`src/rtl/dtq_pkg.sv`:
```
package dtq_pkg;

    localparam int ADDR_W = 32;
    localparam int CMD_W  = 4;
    localparam int ID_W   = 2;

    typedef enum logic [1:0] {
        SLOT_FREE  = 2'd0,
        SLOT_ENTER = 2'd1,
        SLOT_WAIT  = 2'd2,
        SLOT_DONE  = 2'd3
    } slot_st_e;

    typedef enum logic [2:0] {
        RSN_COMPLETE = 3'd0,
        RSN_ENTER    = 3'd1,
        RSN_PENDING  = 3'd2,
        RSN_ORDER    = 3'd3,
        RSN_FULL     = 3'd4,
        RSN_DUP      = 3'd5,
        RSN_LOCK     = 3'd6,
        RSN_TIMEOUT  = 3'd7
    } reason_e;

    typedef struct packed {
        logic [ADDR_W-1:0] addr;
        logic [CMD_W-1:0]  cmd;
        logic [ID_W-1:0]   id;
        logic              locked;
        slot_st_e          st;
    } slot_t;

    typedef struct packed {
        logic [ADDR_W-1:0] addr;
        logic [CMD_W-1:0]  cmd;
        logic [ID_W-1:0]   id;
        logic              write;
        logic              locked;
    } req_t;

    // Lock rule: writes only
    function automatic logic lock_refused(req_t r, logic seq_on, logic bus_held);
        return r.write && ((seq_on && !r.locked) || (bus_held && r.locked));
    endfunction

    function automatic logic key_eq(slot_t s, req_t r);
        return (s.st != SLOT_FREE) && (s.addr == r.addr) && (s.cmd == r.cmd);
    endfunction

endpackage

```
`src/rtl/dtq_match.sv`:
```
module dtq_match
    import dtq_pkg::*;
#(
    parameter int DEPTH = 4
) (
    input  slot_t            slots [DEPTH],
    input  req_t             req,
    output logic [DEPTH-1:0] own_hit,
    output logic [DEPTH-1:0] foreign_hit
);

    for (genvar i = 0; i < DEPTH; i++) begin : g_cmp
        logic key_hit;
        assign key_hit        = key_eq(slots[i], req);
        assign own_hit[i]     = key_hit && (slots[i].id == req.id);
        assign foreign_hit[i] = key_hit && (slots[i].id != req.id);
    end

endmodule

```
`src/rtl/dtq_acc_timer.sv`:
```
module dtq_acc_timer #(
    parameter int ACC_LIMIT = 16
) (
    input  logic clk,
    input  logic rst,
    input  logic present,
    input  logic hold,
    input  logic fire,
    output logic expired
);

    localparam int CNT_W = $clog2(ACC_LIMIT + 1);

    logic [CNT_W-1:0] tmr_q;

    always_ff @(posedge clk) begin
        if (rst || fire || !present) begin
            tmr_q <= '0;
        end else if (tmr_q != CNT_W'(ACC_LIMIT)) begin
            tmr_q <= tmr_q + CNT_W'(1);
        end
    end

    assign expired = present && hold && (tmr_q == CNT_W'(ACC_LIMIT));

    AST_TMR_BOUND: assert property (@(posedge clk) disable iff (rst)
        tmr_q <= CNT_W'(ACC_LIMIT));

    AST_TMR_IDLE: assert property (@(posedge clk) disable iff (rst)
        !present |=> tmr_q == '0);

endmodule

```
`src/rtl/dtq_decide.sv`:
```
module dtq_decide
    import dtq_pkg::*;
#(
    parameter int DEPTH = 4,
    localparam int IDX_W = $clog2(DEPTH)
) (
    input  req_t             req,
    input  logic             timeout,
    input  logic             seq_lock,
    input  logic             bus_lock,
    input  logic [DEPTH-1:0] own_hit,
    input  logic [DEPTH-1:0] foreign_hit,
    input  slot_st_e         st_vec [DEPTH],
    input  logic [IDX_W-1:0] head,
    input  logic [IDX_W-1:0] tail,
    input  logic             full,
    output reason_e          reason,
    output logic [IDX_W-1:0] slot,
    output logic             alloc,
    output logic             complete
);

    logic [IDX_W-1:0] own_idx;
    logic [IDX_W-1:0] foreign_idx;

    always_comb begin
        own_idx     = '0;
        foreign_idx = '0;
        for (int i = DEPTH - 1; i >= 0; i--) begin
            if (own_hit[i])     own_idx     = IDX_W'(i);
            if (foreign_hit[i]) foreign_idx = IDX_W'(i);
        end
    end

    always_comb begin
        reason   = RSN_ENTER;
        slot     = tail;
        alloc    = 1'b0;
        complete = 1'b0;
        if (timeout) begin
            reason = RSN_TIMEOUT;
            slot   = '0;
        end else if (lock_refused(req, seq_lock, bus_lock)) begin
            reason = RSN_LOCK;
            slot   = '0;
        end else if (|own_hit) begin
            slot = own_idx;
            if (st_vec[own_idx] == SLOT_DONE) begin
                if (own_idx == head) begin
                    reason   = RSN_COMPLETE;
                    complete = 1'b1;
                end else begin
                    reason = RSN_ORDER;
                end
            end else begin
                reason = RSN_PENDING;
            end
        end else if (|foreign_hit) begin
            reason = RSN_DUP;
            slot   = foreign_idx;
        end else if (full) begin
            reason = RSN_FULL;
            slot   = '0;
        end else begin
            alloc = 1'b1;
        end
    end

endmodule

```
`src/rtl/dtq_retry_queue.sv`:
```
module dtq_retry_queue
    import dtq_pkg::*;
#(
    parameter int DEPTH     = 4,
    parameter int ACC_LIMIT = 16,
    localparam int IDX_W    = $clog2(DEPTH),
    localparam int CNT_W    = $clog2(DEPTH + 1)
) (
    input  logic              clk,
    input  logic              rst,
    input  logic              req_valid,
    input  logic [ADDR_W-1:0] req_addr,
    input  logic [CMD_W-1:0]  req_cmd,
    input  logic [ID_W-1:0]   req_id,
    input  logic              req_write,
    input  logic              req_locked,
    input  logic              acc_stall,
    input  logic              seq_lock,
    input  logic              bus_lock,
    input  logic              cpl_valid,
    input  logic [IDX_W-1:0]  cpl_slot,
    output logic              dec_valid,
    output logic              dec_retry,
    output logic [2:0]        dec_reason,
    output logic [IDX_W-1:0]  dec_slot,
    output logic [CNT_W-1:0]  q_count,
    output logic              q_full,
    output logic [IDX_W-1:0]  q_head,
    output logic [DEPTH-1:0]  wait_mask,
    output logic [DEPTH-1:0]  done_mask
);

    slot_t            slots_q   [DEPTH];
    slot_t            slots_nxt [DEPTH];
    slot_st_e         st_vec    [DEPTH];
    logic [IDX_W-1:0] head_q;
    logic [CNT_W-1:0] count_q;
    logic [IDX_W-1:0] tail;
    logic             full;

    logic             dec_valid_q;
    reason_e          dec_reason_q;
    logic [IDX_W-1:0] dec_slot_q;

    req_t             req;
    logic             present;
    logic             expired;
    logic             decide;
    logic [DEPTH-1:0] own_hit;
    logic [DEPTH-1:0] foreign_hit;
    reason_e          reason;
    logic [IDX_W-1:0] slot_sel;
    logic             alloc;
    logic             complete;

    assign req     = '{addr: req_addr, cmd: req_cmd, id: req_id,
                       write: req_write, locked: req_locked};
    assign full    = (count_q == CNT_W'(DEPTH));
    assign tail    = head_q + count_q[IDX_W-1:0];
    assign present = req_valid && !dec_valid_q;
    assign decide  = present && (!acc_stall || expired);

    for (genvar i = 0; i < DEPTH; i++) begin : g_st
        assign st_vec[i]    = slots_q[i].st;
        assign wait_mask[i] = (slots_q[i].st == SLOT_WAIT);
        assign done_mask[i] = (slots_q[i].st == SLOT_DONE);
    end

    dtq_acc_timer #(.ACC_LIMIT(ACC_LIMIT)) u_timer (
        .clk     (clk),
        .rst     (rst),
        .present (present),
        .hold    (acc_stall),
        .fire    (decide),
        .expired (expired)
    );

    dtq_match #(.DEPTH(DEPTH)) u_match (
        .slots       (slots_q),
        .req         (req),
        .own_hit     (own_hit),
        .foreign_hit (foreign_hit)
    );

    dtq_decide #(.DEPTH(DEPTH)) u_decide (
        .req         (req),
        .timeout     (expired),
        .seq_lock    (seq_lock),
        .bus_lock    (bus_lock),
        .own_hit     (own_hit),
        .foreign_hit (foreign_hit),
        .st_vec      (st_vec),
        .head        (head_q),
        .tail        (tail),
        .full        (full),
        .reason      (reason),
        .slot        (slot_sel),
        .alloc       (alloc),
        .complete    (complete)
    );

    // Per-slot next state
    always_comb begin
        for (int i = 0; i < DEPTH; i++) begin
            slots_nxt[i] = slots_q[i];
            if (decide && alloc && (tail == IDX_W'(i))) begin
                slots_nxt[i] = '{addr: req_addr, cmd: req_cmd, id: req_id,
                                 locked: req_locked, st: SLOT_ENTER};
            end else if (decide && complete && (head_q == IDX_W'(i))) begin
                slots_nxt[i].st = SLOT_FREE;
            end else if (slots_q[i].st == SLOT_ENTER) begin
                slots_nxt[i].st = SLOT_WAIT;
            end else if (slots_q[i].st == SLOT_WAIT && cpl_valid
                         && cpl_slot == IDX_W'(i)) begin
                slots_nxt[i].st = SLOT_DONE;
            end
        end
    end

    always_ff @(posedge clk) begin
        if (rst) begin
            for (int i = 0; i < DEPTH; i++) begin
                slots_q[i] <= '{addr: '0, cmd: '0, id: '0, locked: 1'b0, st: SLOT_FREE};
            end
            head_q       <= '0;
            count_q      <= '0;
            dec_valid_q  <= 1'b0;
            dec_reason_q <= RSN_COMPLETE;
            dec_slot_q   <= '0;
        end else begin
            for (int i = 0; i < DEPTH; i++) begin
                slots_q[i] <= slots_nxt[i];
            end
            dec_valid_q <= decide;
            if (decide) begin
                dec_reason_q <= reason;
                dec_slot_q   <= slot_sel;
                if (alloc) begin
                    count_q <= count_q + CNT_W'(1);
                end else if (complete) begin
                    count_q <= count_q - CNT_W'(1);
                    head_q  <= head_q + IDX_W'(1);
                end
            end
        end
    end

    assign dec_valid  = dec_valid_q;
    assign dec_retry  = dec_valid_q && (dec_reason_q != RSN_COMPLETE);
    assign dec_reason = dec_reason_q;
    assign dec_slot   = dec_slot_q;
    assign q_count    = count_q;
    assign q_full     = full;
    assign q_head     = head_q;

    AST_COUNT_BOUND: assert property (@(posedge clk) disable iff (rst)
        count_q <= CNT_W'(DEPTH));

    AST_ENTER_GROWS: assert property (@(posedge clk) disable iff (rst)
        (decide && alloc) |=> count_q == $past(count_q) + CNT_W'(1));

    AST_COMPLETE_ADVANCES: assert property (@(posedge clk) disable iff (rst)
        (decide && complete) |=> head_q == $past(head_q) + IDX_W'(1));

    AST_NO_STORE_ON_REFUSE: assert property (@(posedge clk) disable iff (rst)
        (dec_valid_q && dec_reason_q >= RSN_FULL) |-> count_q == $past(count_q));

    AST_DEC_PULSE: assert property (@(posedge clk) disable iff (rst)
        dec_valid_q |=> !dec_valid_q);

    AST_OWNER_UNIQUE: assert property (@(posedge clk) disable iff (rst)
        req_valid |-> $onehot0(own_hit | foreign_hit));

endmodule

```
`config.mk`:
```
export PLATFORM = sky130hd
export DESIGN_NAME = dtq_retry_queue
export DESIGN_NICKNAME = d
export VERILOG_FILES = /design/src/rtl/dtq_pkg.sv /design/src/rtl/dtq_match.sv /design/src/rtl/dtq_acc_timer.sv /design/src/rtl/dtq_decide.sv /design/src/rtl/dtq_retry_queue.sv
export SDC_FILE = /design/constraint.sdc
export NUM_CORES = 1
export LEC_CHECK = 0
export ABC_AREA = 1
export BUFFER_PORTS_ARGS = -buffer_cell sky130_fd_sc_hd__buf_2
export CORE_ASPECT_RATIO = 0.6
export CORE_UTILIZATION = 45
export CTS_BUF_LIST = sky130_fd_sc_hd__clkbuf_16
export DETAILED_ROUTE_END_ITERATION = 10
export GPL_TIMING_DRIVEN = 0
export SYNTH_ARGS = -nofsm -noshare
export SYNTH_HDL_FRONTEND = slang
export SYNTH_HIERARCHICAL = 1
export SYNTH_SLANG_ARGS = --single-unit
```
`constraint.sdc`:
```
create_clock -name clk -period 3.63 [get_ports clk]
set_clock_uncertainty 0.2 [all_clocks]
set_input_delay 0.363 -clock clk [delete_from_list [all_inputs] [get_ports clk]]
set_output_delay 0.363 -clock clk [all_outputs]
set_load 0.02 [all_outputs]
```
==> summary.txt <==
Detailed routing
  – DRC Markers: 0
  – Final wirelength: 40,260 µm
  – Remaining antenna violation count: 0
  – Drt wl/cell: 18.57 µm
  – Vias/cell: 5.122
  – Vias: 11,100
  – Drt pass-1 iters: 5
  – DR iter-0 viols: 1,029

Critical path
  – Worst setup SP type: flip-flop
  – Cells on worst reg2reg path: 18
  – WP data required: 3.83 ns
  – R2R setup slack: 0.07 ns
  – CP max FO: 10
  – CP startpoint: slots_q[27]
  – Crit path capture type: flip-flop
  – Worst reg2reg path startpoint: slots_q[27]
  – Reg2reg end: slots_q[13]
  – Setup Crit Path Kind: flip-flop to flip-flop
  – Crit path capture: slots_q[13]
  – Worst EP arrival: 3.76 ns

Layout
  – Area grow syn2layout: 13.27%
  – Final layout net count: 1,904
  – Non-filler cells in the finished layout: 2,168
  – Util after Layout: 0.5245
  – Fillers: 2,438
  – Layout cell share with drive strength beyond 1: 0.09790

Clock network
  – Root Driver: clkbuf_16
  – Worst skew pair latency: 0.46 ns
  – Number of H-tree levels: 4
  – CTS Buffer Depth: 2
  – Cts-stage hold buffer count: 0
  – CTS Buf Count: 17
  – Reg clk slew, reported paths: 0.07 ns
  – # clock sinks: 176
  – CTS tree: built

Logic synthesis
  – Synthesized netlist cell count: 1,757
  – Synthesized Nets: 1,814
  – Yosys warning count: 6
  – Mapped Area: 0.01029 mm²
  – Post-Syn Area per Cell: 5.859 µm²

Floorplan
  – Initial Utilization: 0.4631
  – Die Span Y: 119.2 µm
  – Row count: 42
  – Io pins: 70
  – Core area: 0.02223 mm²
  – Chip Width: 197.3 µm
  – Die area: 0.02350 mm²

Outcome
  – Status: finished, final reports clean

Timing
  – Hold slack: 0.1082 ns
  – Highest Clock Rate: 280.9 MHz
  – Final hold violations: 0
  – Worst-Margin Slew: 0.8741 ns
  – Final setup violating endpoints: 0
  – Final period util: 0.9808
  – Setup TNS: 0 ns
  – Max_slew headroom: 0.4173
  – Min cycle time layout: 3.560 ns
  – Pins Over Slew Limit: 0

Placed design
  – Cells after DPL: 2,134
  – Gpl congestion: 0.9927
  – IO Port Bufs: 69
  – DP HPWL: 30,980 µm

Min path
  – HP Class: input port to flip-flop

Power and ir drop
  – Maximum vdd ir drop: 327.0 µV
  – Power per Cell Area: 391.7 mW/mm²
  – P_leak: 5.464 nW
  – Total power: 4.567 mW

Global route
  – Vias in the first global route: 9,637
  – Initial antenna violation count: 4
  – Global-route usage over all layers: 0.3505
  – GRT overflow: 0
  – First-pass GRT wire length: 58,790 µm
  – Largest net degree at the start of global routing: 17

Job
  – Max Cap Viol: 0
## registers in the layout (all words and copies together) (netlist names)
signal,cells
dec_reason,3
dec_slot,2
dec_valid,1
q_count,3
q_head,2
slots_q,160
u_timer/tmr_q,5
## layout by cell type (no fill, tap or decap), drive strengths merged
cell type	count
o21bai	1
buf	121
o31a	1
o211ai	5
xor2	24
xnor2	18
a21oi	17
fa	1
o21a	1
dfxtp	176
nor3	10
nand4	7
a21boi	1
ha	7
bufinv	2
inv	219
or2	4
o21ai	31
diode	1
nor2	445
clkbuf	38
o22ai	1
nand2	536
nand3	184
clkinv	9
## worst min path at each step
stage / slack, ns / end / depth (start not counted) / start
global placement: 0.27 / slots_q[159] / 2 / slots_q[159]
finish: 0.11 / slots_q[44] / 5 / req_id[0]
global route: 0.12 / slots_q[3] / 5 / req_id[0]
CTS: 0.09 / slots_q[73] / 5 / req_addr[23]
floorplan: 0.25 / slots_q[80] / 2 / slots_q[80]
detailed placement: 0.28 / slots_q[159] / 2 / slots_q[159]
## routing by layer
| metal | vias up | track usage | wire length (µm) |
|---|---|---|---|
| met5 | - | 0 | 13 |
| met4 | 2 | 0.1061 | 712 |
| met3 | 45 | 0.1391 | 5809 |
| met2 | 531 | 0.4472 | 15170 |
| met1 | 5037 | 0.5225 | 18550 |
| li1 | 5489 | - | - |
## through the flow
stage | instance area [µm²] | setup slack, ns
2_1_floorplan | 10290 | 0.6144
3_3_place_gp | 11020 | -0.5862
3_5_place_dp | 11020 | -0.6241
4_1_cts | 11580 | 0.03234
5_1_grt | 11660 | -0.03680
6_report | 11660 | 0.06980
## power breakdown
| group | internal (mW) | switching (mW) |
|---|---|---|
| combinational | 0.213 | 0.521 |
| clock | 0.983 | 0.808 |
| sequential | 1.99 | 0.0516 |
| total | 3.19 | 1.38 |
## worst max-delay path: stages (launching register included)
cell     delay [ns]
dfxtp_1        0.32
inv_1          0.05
nand2_1        0.04
nand2_1        0.25
nor2_1         0.13
nand2_1        0.18
nor2_1         0.07
nand2_1        0.14
nor3_2         0.09
inv_1          0.06
nand2_1        0.07
nor2_2         0.21
nand2_1        0.16
nor3_4         0.29
nand4_1        0.28
nor2_2         0.38
buf_2          0.35
nor2_1         0.09
nor2_1         0.10
## timing repair
item	in CTS	in global routing
cloned	0	0
endpoints found under the setup margin	164	164
setup buffers	0	2
resized for setup	6	12
pin swaps	0	1
## cell type report
type,count,area (µm²),share of cell area
Sequential cell,176,3523,0.3022
Multi-Input combinational cell,1294,5649,0.4845
Tap cell,308,385.4,0.03305
Timing Repair Buffer,71,372.9,0.03198
Buffer,71,380.4,0.03262
Clock buffer,17,425.4,0.03648
Inverter,216,810.8,0.06954
Clock inverter,14,110.1,0.009443
Antenna cell,1,2.502,0.0002146
Power figures use the tool's default switching activity.
